File: src/rtl/mw_pkg.sv
package mw_pkg;
    typedef enum logic [1:0] {
        ADR_DATA = 2'd0,
        ADR_CTRL = 2'd1,
        ADR_DIV  = 2'd2,
        ADR_NONE = 2'd3
    } mw_adr_e;

    localparam int CB_EN  = 0;
    localparam int CB_DRV = 1;
    localparam int CB_MST = 2;
    localparam int CB_GO  = 3;
endpackage

File: src/rtl/mw_sync.sv
module mw_sync (
    input  logic clk,
    input  logic rst_n,
    input  logic d_i,
    output logic q_o
);
    logic [1:0] s_d, s_q;

    always_comb begin
        s_d = {s_q[0], d_i};
    end

    always_ff @(posedge clk or negedge rst_n) begin
        if (!rst_n) s_q <= '0;
        else        s_q <= s_d;
    end

    assign q_o = s_q[1];
endmodule

File: src/rtl/mw_clkgen.sv
module mw_clkgen #(
    parameter int DIV_W = 8
) (
    input  logic             clk,
    input  logic             rst_n,
    input  logic             run_i,
    input  logic [DIV_W-1:0] half_i,
    output logic             lvl_o,
    output logic             tick_o
);
    typedef struct packed {
        logic [DIV_W-1:0] cnt;
        logic             lvl;
    } gst_t;

    gst_t q, d;
    logic [DIV_W-1:0] half_eff;

    always_comb begin
        half_eff = (half_i == '0) ? DIV_W'(1) : half_i;
        d        = q;
        tick_o   = 1'b0;
        if (!run_i) begin
            d.cnt = '0;
            d.lvl = 1'b0;
        end else if (q.cnt == half_eff - 1'b1) begin
            tick_o = 1'b1;
            d.cnt  = '0;
            d.lvl  = ~q.lvl;
        end else begin
            d.cnt = q.cnt + 1'b1;
        end
    end

    always_ff @(posedge clk or negedge rst_n) begin
        if (!rst_n) q <= '0;
        else        q <= d;
    end

    assign lvl_o = q.lvl;

    // a level change while running comes only at the end of a half-period
    a_r3_half_period: assert property (@(posedge clk) disable iff (!rst_n)
        (run_i && $past(run_i) && (q.lvl != $past(q.lvl)))
            |-> ($past(q.cnt) == $past(half_eff) - 1'b1));
endmodule

File: src/rtl/mw_shift_port.sv
module mw_shift_port
    import mw_pkg::*;
#(
    parameter int DATA_W = 8,
    parameter int DIV_W  = 8
) (
    input  logic              clk,
    input  logic              rst_n,
    input  logic              wr_en,
    input  logic [1:0]        wr_addr,
    input  logic [DATA_W-1:0] wr_data,
    output logic [DATA_W-1:0] rd_data,
    output logic              busy,
    output logic              load_err,
    output logic              sck_o,
    output logic              sck_oe,
    input  logic              sck_i,
    output logic              so_o,
    output logic              so_oe,
    input  logic              si_i
);
    localparam int CNT_W = $clog2(DATA_W + 1);
    localparam logic [CNT_W-1:0] LAST = CNT_W'(DATA_W);

    typedef struct packed {
        logic              en;
        logic              drv;
        logic              mst;
        logic              busy;
        logic              act;
        logic              g;
        logic              so;
        logic              err;
        logic [CNT_W-1:0]  nbits;
        logic [DATA_W-1:0] sr;
        logic [DIV_W-1:0]  div;
    } st_t;

    st_t  q, d;
    logic sync_lvl, m_lvl, m_tick;
    logic run, g_now, rise, fall, clk_hi, ld_wr, ctl_wr, go;

    mw_sync u_sync (
        .clk   (clk),
        .rst_n (rst_n),
        .d_i   (sck_i),
        .q_o   (sync_lvl)
    );

    mw_clkgen #(.DIV_W(DIV_W)) u_gen (
        .clk    (clk),
        .rst_n  (rst_n),
        .run_i  (run),
        .half_i (q.div),
        .lvl_o  (m_lvl),
        .tick_o (m_tick)
    );

    always_comb begin
        run    = q.busy & q.mst & q.en;
        g_now  = q.mst ? m_lvl : (q.act & sync_lvl);
        clk_hi = q.mst ? m_lvl : sync_lvl;
        if (q.mst) begin
            rise = run & m_tick & ~m_lvl;
            fall = run & m_tick & m_lvl;
        end else begin
            rise = g_now & ~q.g;
            fall = ~g_now & q.g;
        end
        ld_wr  = wr_en && (wr_addr == ADR_DATA);
        ctl_wr = wr_en && (wr_addr == ADR_CTRL);
        go     = ctl_wr && wr_data[CB_GO] && wr_data[CB_EN] && !q.busy;

        d     = q;
        d.g   = g_now;
        d.err = 1'b0;

        if (rise) begin
            d.sr = {q.sr[DATA_W-2:0], si_i};
            if (q.busy) d.nbits = q.nbits + 1'b1;
        end
        if (fall) begin
            d.so = q.sr[DATA_W-1];
            if (q.busy && q.nbits == LAST) d.busy = 1'b0;
        end
        if (ld_wr) begin
            if (clk_hi) begin
                d.err = 1'b1;
            end else begin
                d.sr = wr_data;
                d.so = wr_data[DATA_W-1];
            end
        end
        if (ctl_wr) begin
            d.en  = wr_data[CB_EN];
            d.drv = wr_data[CB_DRV];
            d.mst = wr_data[CB_MST];
        end
        if (go) begin
            d.busy  = 1'b1;
            d.nbits = '0;
            d.act   = ~wr_data[CB_MST];
        end
        if (wr_en && (wr_addr == ADR_DIV)) d.div = DIV_W'(wr_data);
        if (!d.en) begin
            d.busy = 1'b0;
            d.act  = 1'b0;
        end
        if (d.mst) d.act = 1'b0;
    end

    always_ff @(posedge clk or negedge rst_n) begin
        if (!rst_n) q <= '0;
        else        q <= d;
    end

    assign rd_data  = q.sr;
    assign busy     = q.busy;
    assign load_err = q.err;
    assign sck_o    = m_lvl;
    assign sck_oe   = q.en & q.mst;
    assign so_o     = q.so;
    assign so_oe    = q.en & q.drv;

    // master clock idles low without a transfer
    a_r3_idle_low: assert property (@(posedge clk) disable iff (!rst_n)
        !busy |-> !sck_o);

    // busy ends only after a full byte of rising edges
    a_r5_eight_pulses: assert property (@(posedge clk) disable iff (!rst_n)
        ($fell(q.busy) && q.en) |-> ($past(q.nbits) == LAST));

    // a rising edge moves the register left and takes si_i into bit 0
    a_r4_shift_in: assert property (@(posedge clk) disable iff (!rst_n)
        (rise && !ld_wr) |=> (rd_data == {$past(q.sr[DATA_W-2:0]), $past(si_i)}));

    // a control write without enable never leaves busy set
    a_r10_go_disabled: assert property (@(posedge clk) disable iff (!rst_n)
        (ctl_wr && !wr_data[CB_EN]) |=> !busy);

    // a load against a high clock raises the error pulse
    a_r9_refused_load: assert property (@(posedge clk) disable iff (!rst_n)
        (ld_wr && clk_hi) |=> load_err);
endmodule

File: config.mk
export PLATFORM = sky130hd
export DESIGN_NAME = mw_shift_port
export DESIGN_NICKNAME = d
export VERILOG_FILES = /design/src/rtl/mw_pkg.sv /design/src/rtl/mw_sync.sv /design/src/rtl/mw_clkgen.sv /design/src/rtl/mw_shift_port.sv
export SDC_FILE = /design/constraint.sdc
export NUM_CORES = 1
export LEC_CHECK = 0
export ABC_AREA = 1
export BUFFER_PORTS_ARGS = -buffer_cell sky130_fd_sc_hd__buf_2
export CORE_MARGIN = 10
export CORE_UTILIZATION = 57
export CTS_CLUSTER_SIZE = 8
export DETAILED_ROUTE_END_ITERATION = 10
export PLACE_DENSITY = 0.79
export SETUP_SLACK_MARGIN = 0.5
export SYNTH_ARGS = -nofsm -noshare
export SYNTH_HDL_FRONTEND = slang
export SYNTH_SLANG_ARGS = --single-unit
File: constraint.sdc
create_clock -name clk -period 5 [get_ports clk]
set_input_delay 0.75 -clock clk [delete_from_list [all_inputs] [get_ports clk]]
set_output_delay 0.75 -clock clk [all_outputs]
set_load 0.01 [all_outputs]
## After elaboration in Yosys (flattened, before gate mapping)

Cells that the tools add are included.

- Bits in registers: 39

- Muxes and demuxes: 25
- Reductions and logical operators: 14
- Bitwise gates (word level): 14
- $add $sub $neg: 3
- Equality and inequality tests: 8

Operator list:

| operator | number |
|---|---|
| 2-to-1 mux 8 bit | 4 |
| 2-to-1 mux 1 bit | 13 |
| 2-to-1 mux 12 bit | 1 |
| AND 1 bit | 10 |
| 2-to-1 mux 9 bit | 1 |
| adder 8 x 1 -> 8 bit, second input constant | 1 |
| equality test 8 bit | 1 |
| zero test 8 bit | 1 |
| 2-to-1 mux 4 bit | 2 |
| subtractor 8 x 1 -> 8 bit, second input constant | 1 |
| logical AND 1 bit | 7 |
| 2-to-1 mux 2 bit | 3 |
| inequality test 3 x 1 -> 1 bit, second input constant | 2 |
| adder 4 x 1 -> 4 bit, second input constant | 1 |
| equality test 4 bit, second input constant | 1 |
| NOT 1 bit | 4 |
| AND reduction 2 bit | 2 |
| nonzero test 2 bit | 2 |
| 2-to-1 mux 3 bit | 1 |
| inequality test 3 x 2 -> 1 bit, second input constant | 1 |
| equality test 2 x 1 -> 1 bit, second input constant | 1 |
| equality test 2 bit, second input constant | 1 |
| zero test 2 bit | 1 |
| inequality test 2 bit, second input constant | 1 |
| zero test 1 bit | 1 |

## Logic depth before layout (Yosys ltp)

- Word-level depth: 13
- Gate-level depth with buffers: 17
- Mapped depth without buffers: 17

## By module

Synthesis repeated with hierarchy kept, for this count alone.

- Cell total of the unflattened synthesis: 284
- Area total of the unflattened synthesis: 2220.9 um2

By module, submodules not included:

| module | times used | area an instance (um2) | seq. area each (um2) | cells each |
|---|---|---|---|---|
| mw_shift_port | 1 | 1432.6 | 700.7 | 169 |
| mw_clkgen | 1 | 738.2 | 225.2 | 113 |
| mw_sync | 1 | 50.0 | 50.0 | 2 |

## Least setup slack after synthesis

No wires, ideal clock.

- Path kind: reg2reg
- From: register q[3] (netlist name)
- To: register q[16] (netlist name)
- Stages on the path, launching flop included: 17
- Path buffers: 0
- Setup slack: 2.734 ns
- Period minus slack after synthesis: 2.266 ns
- Arrival: 2.145 ns
- Path through: dfrtp_1 inv_2 nand2_2 nor2_4 nand2_4 nand2_2 inv_1 ha_1 xnor2_1 xor2_1 nand3_1 nor2_4 nand4_4 nand2_4 nand2_4 nand3_1 o21ai_2

- Cells in the longest elaborated chain, start to end: 11

RTL lines:

| item | line | source |
|---|---|---|
| start: declaration | mw_shift_port.sv:39 | `st_t q, d;` |
| start signal: assignment | mw_shift_port.sv:113 | `if (!rst_n) q <= '0;` |
| start signal: assignment | mw_shift_port.sv:114 | `else q <= d;` |
| zero test 8 bit | mw_clkgen.sv:20 | `half_eff = (half_i == '0) ? DIV_W'(1) : half_i;` |
| 2-to-1 mux 8 bit (*) | mw_clkgen.sv:20 |  |
| subtractor 8 x 1 -> 8 bit (*) | mw_clkgen.sv:26 | `end else if (q.cnt == half_eff - 1'b1) begin` |
| equality test 8 bit (*) | mw_clkgen.sv:26 |  |
| 2-to-1 mux 1 bit (*) | mw_clkgen.sv:26 |  |
| 2-to-1 mux 1 bit (*) | mw_clkgen.sv:23 | `if (!run_i) begin` |
| AND 1 bit (*) (2 in a row) | mw_shift_port.sv:64 | `rise = run & m_tick & ~m_lvl;` |
| 2-to-1 mux 1 bit (*) | mw_shift_port.sv:63 | `if (q.mst) begin` |
| nonzero test 2 bit (no source line) (*) | n/a |  |
| AND reduction 2 bit (no source line) (*) | n/a |  |

Mark *: on every way between the ends. The rest lies on a longest branch, timed or not.
A chain may end at the register's enable or synchronous reset.

==> results.tsv <==
metric	value	unit
status	finished clean	
area occupied by multi-input gates	943	um^2
worst reg-to-reg setup slack	2.45	ns
Die W	81.9	um
vias in the first global route	1729	
Port Buffers	28	
starting DRC count in detailed routing	113	
most common cell after layout, fill and taps aside	nand2_1	
Max Cap Viol	0	
top_reg_cell synth	dfrtp_1	
Worst Hold Depth	0	
clk_skew	0.00788	ns
number of antenna violations at the first check in global routing	0	
share of cells above drive strength 1	18.6	%
Syn Inst Count	271	
first-pass GRT wire length	7800	um
clock sink count	39	
min Tclk post-route	2.55	ns
hold_sp	u_sync.s_q[0]	
register area share after synthesis	44.7	%
DR vias/cell	5.08	
crit path launch	q[2]	
cts hold-fix bufs	0	
most frequent cells in the layout	nand2_1 (47), inv_1 (45), dfrtp_1 (39)	
syn nets	290	
root buf cell	clkbuf_8	
cell chain of the critical path	inv_2, nand2_2, nor2_4, nand2_4, nand2_2, inv_1, ha_1, xnor2_1, xor2_1, nand3_1, nor2_4, nand4_4, nand2_4, nand2_1, nand3_1, o21ai_1	
hold_ws	0.357	ns
Vias	1749	
FILL cells	329	
R2R Path End	rd_data[1]	
Crit Path Category	reg -> reg	
Die Y	81.9	um
largest net degree at the start of global routing	40	
Reg area	976	um^2
endpoints failing setup	0	
CTS tree	yes	
Max-Slew Margin vs Limit	41.6	%
Initial Utilization	59.2	%
CTS H-tree depth	2	
DRC Markers	0	
Leakage	1.27	nW
1st-pass router iterations	4	
Worst R2R Start	q[2]	
Worst Hold End	u_sync.s_q[1]	
RSZ-0062 raised after global routing	false	
half-perimeter wire length after detailed placement	3410	um
Startpoint Class	flop	
Max clock buf depth	2	
worst skew pair latency	0.29	ns
GPL Wtd Cong	0.859	
DIE AREA	6710	um^2
drt total wl	4500	um
CP max stage cell	dfrtp_1	
Rows	22	
synthesized area	2180	um^2
Tot Pwr	0.000984	W
drt wl/cell	13.1	um
Tot GR Track Use	14.7	%
Nets	314	
postcts setup bufs	0	
fin crit share	51.1	%
Hold Crit Class	reg -> reg	
Ys Warns	0	
final setup TNS	0	ns
clock-pin slew on the worst setup and hold paths	0.08	ns
total power per unit cell area	407	nW/um^2
Synth Register Bits	39	
CP Capture Type	flop	
placed standard-cell area	2310	um^2
Ports	29	
VDD IR max	0.000257	V
slowest stage delay, CP	0.45	ns
number of nets with antenna violations after routing	0	
antenna cells	0	
Final Slew Violations	0	
fin area	2410	um^2
grt ovf	0	
asr flop ratio synth	100	%
Tightest Pin Transition	0.875	ns
Worst R2R Path Depth	16	
critical path required time	5.17	ns
Final Hold Vio Count	0	
cts bufs inserted	5	
post-synthesis cell type count	28	
Area Growth Syn to Fin	10.6	%
EDFF count, synth	0	
crit path DAT	2.72	ns
Post-CTS Resized	0	
Fmax	0.392	GHz
Synth Area per Inst	8.06	um^2
CP Max Fanout	10	
Core Box Area	3690	um^2
-- layout make-up --
class / instances / share of cell area (%)
sequential: 39 / 40.4
multi-input combinational: 170 / 39.1
inverter: 51 / 7.93
timing repair buffer: 28 / 5.80
clock buffer: 7 / 3.99
tap: 48 / 2.49
clock inverter: 1 / 0.311
-- per-layer routing --
metal	part of all wire, %	GRT usage [%]	vias up
met5	0	0	-
met4	1.2	4.08	0
met3	5.9	4.69	6
met2	45	22.5	42
met1	48	19.6	806
li1	-	-	895
-- flip-flops by register name, summed over array words and instances (netlist names) --
name / cells
busy: 1
load_err: 1
q: 17
rd_data: 8
so_o: 1
u_gen.lvl_o: 1
u_gen.q: 8
u_sync.s_q: 2
-- worst max path at each step --
stage,end,cells past startpoint
after floorplan,q[16],16
after global placement,q[16],16
after detailed placement,q[19],16
after CTS,q[19],16
after global routing,q[19],16
final,rd_data[1],16
-- synthesized netlist by cell type (all sizes together), types with 4 or more instances --
cell type / number / area, um^2
nand2: 54 / 235
xor2: 8 / 70.1
nor2: 19 / 98.8
ha: 4 / 50.1
nor3b: 4 / 30.0
o21ai: 24 / 124
nand4: 6 / 52.6
inv: 50 / 188
nor3: 4 / 20.0
buf: 8 / 60.1
nand3: 35 / 175
xnor2: 6 / 52.6
dfrtp: 39 / 976
-- logic make-up (layout without fill, tap and decap cells) --
| group | Yosys count | after routing | synth area share [%] |
|---|---|---|---|
| buf+inv | 62 | 87 | 12.1 |
| fa+ha+maj | 4 | 4 | 2.29 |
| xor+xnor | 14 | 14 | 5.62 |
| compound gates | 28 | 28 | 6.70 |
| flops | 39 | 39 | 44.7 |
| simple gates | 124 | 124 | 28.6 |
-- metrics by stage --
step / worst slack, ns / util (%) / instances
floorplan: 2.73 / - / 271
global placement: 2.58 / 62.7 / 336
detailed placement: 2.48 / 62.7 / 336
CTS: 2.46 / 65.5 / 344
global route: 2.22 / 65.5 / 344
finish: 2.45 / 65.5 / 344
-- critical path: cells and delay by family (launching register included) --
| family | cells | cell delay, ns |
|---|---|---|
| compound gates | 1 | 0.07 |
| xor+xnor | 2 | 0.37 |
| fa+ha+maj | 1 | 0.23 |
| buf+inv | 2 | 0.14 |
| flops | 1 | 0.45 |
| simple gates | 10 | 1.16 |
-- power breakdown --
| group | switching [W] | internal (W) |
|---|---|---|
| Combinational | 0.000186 | 0.000130 |
| Clock | 0.000109 | 0.000125 |
| Sequential | 0.0000529 | 0.000380 |
| Total | 0.000349 | 0.000635 |
Note: power is estimated with default switching activity, not from simulation.
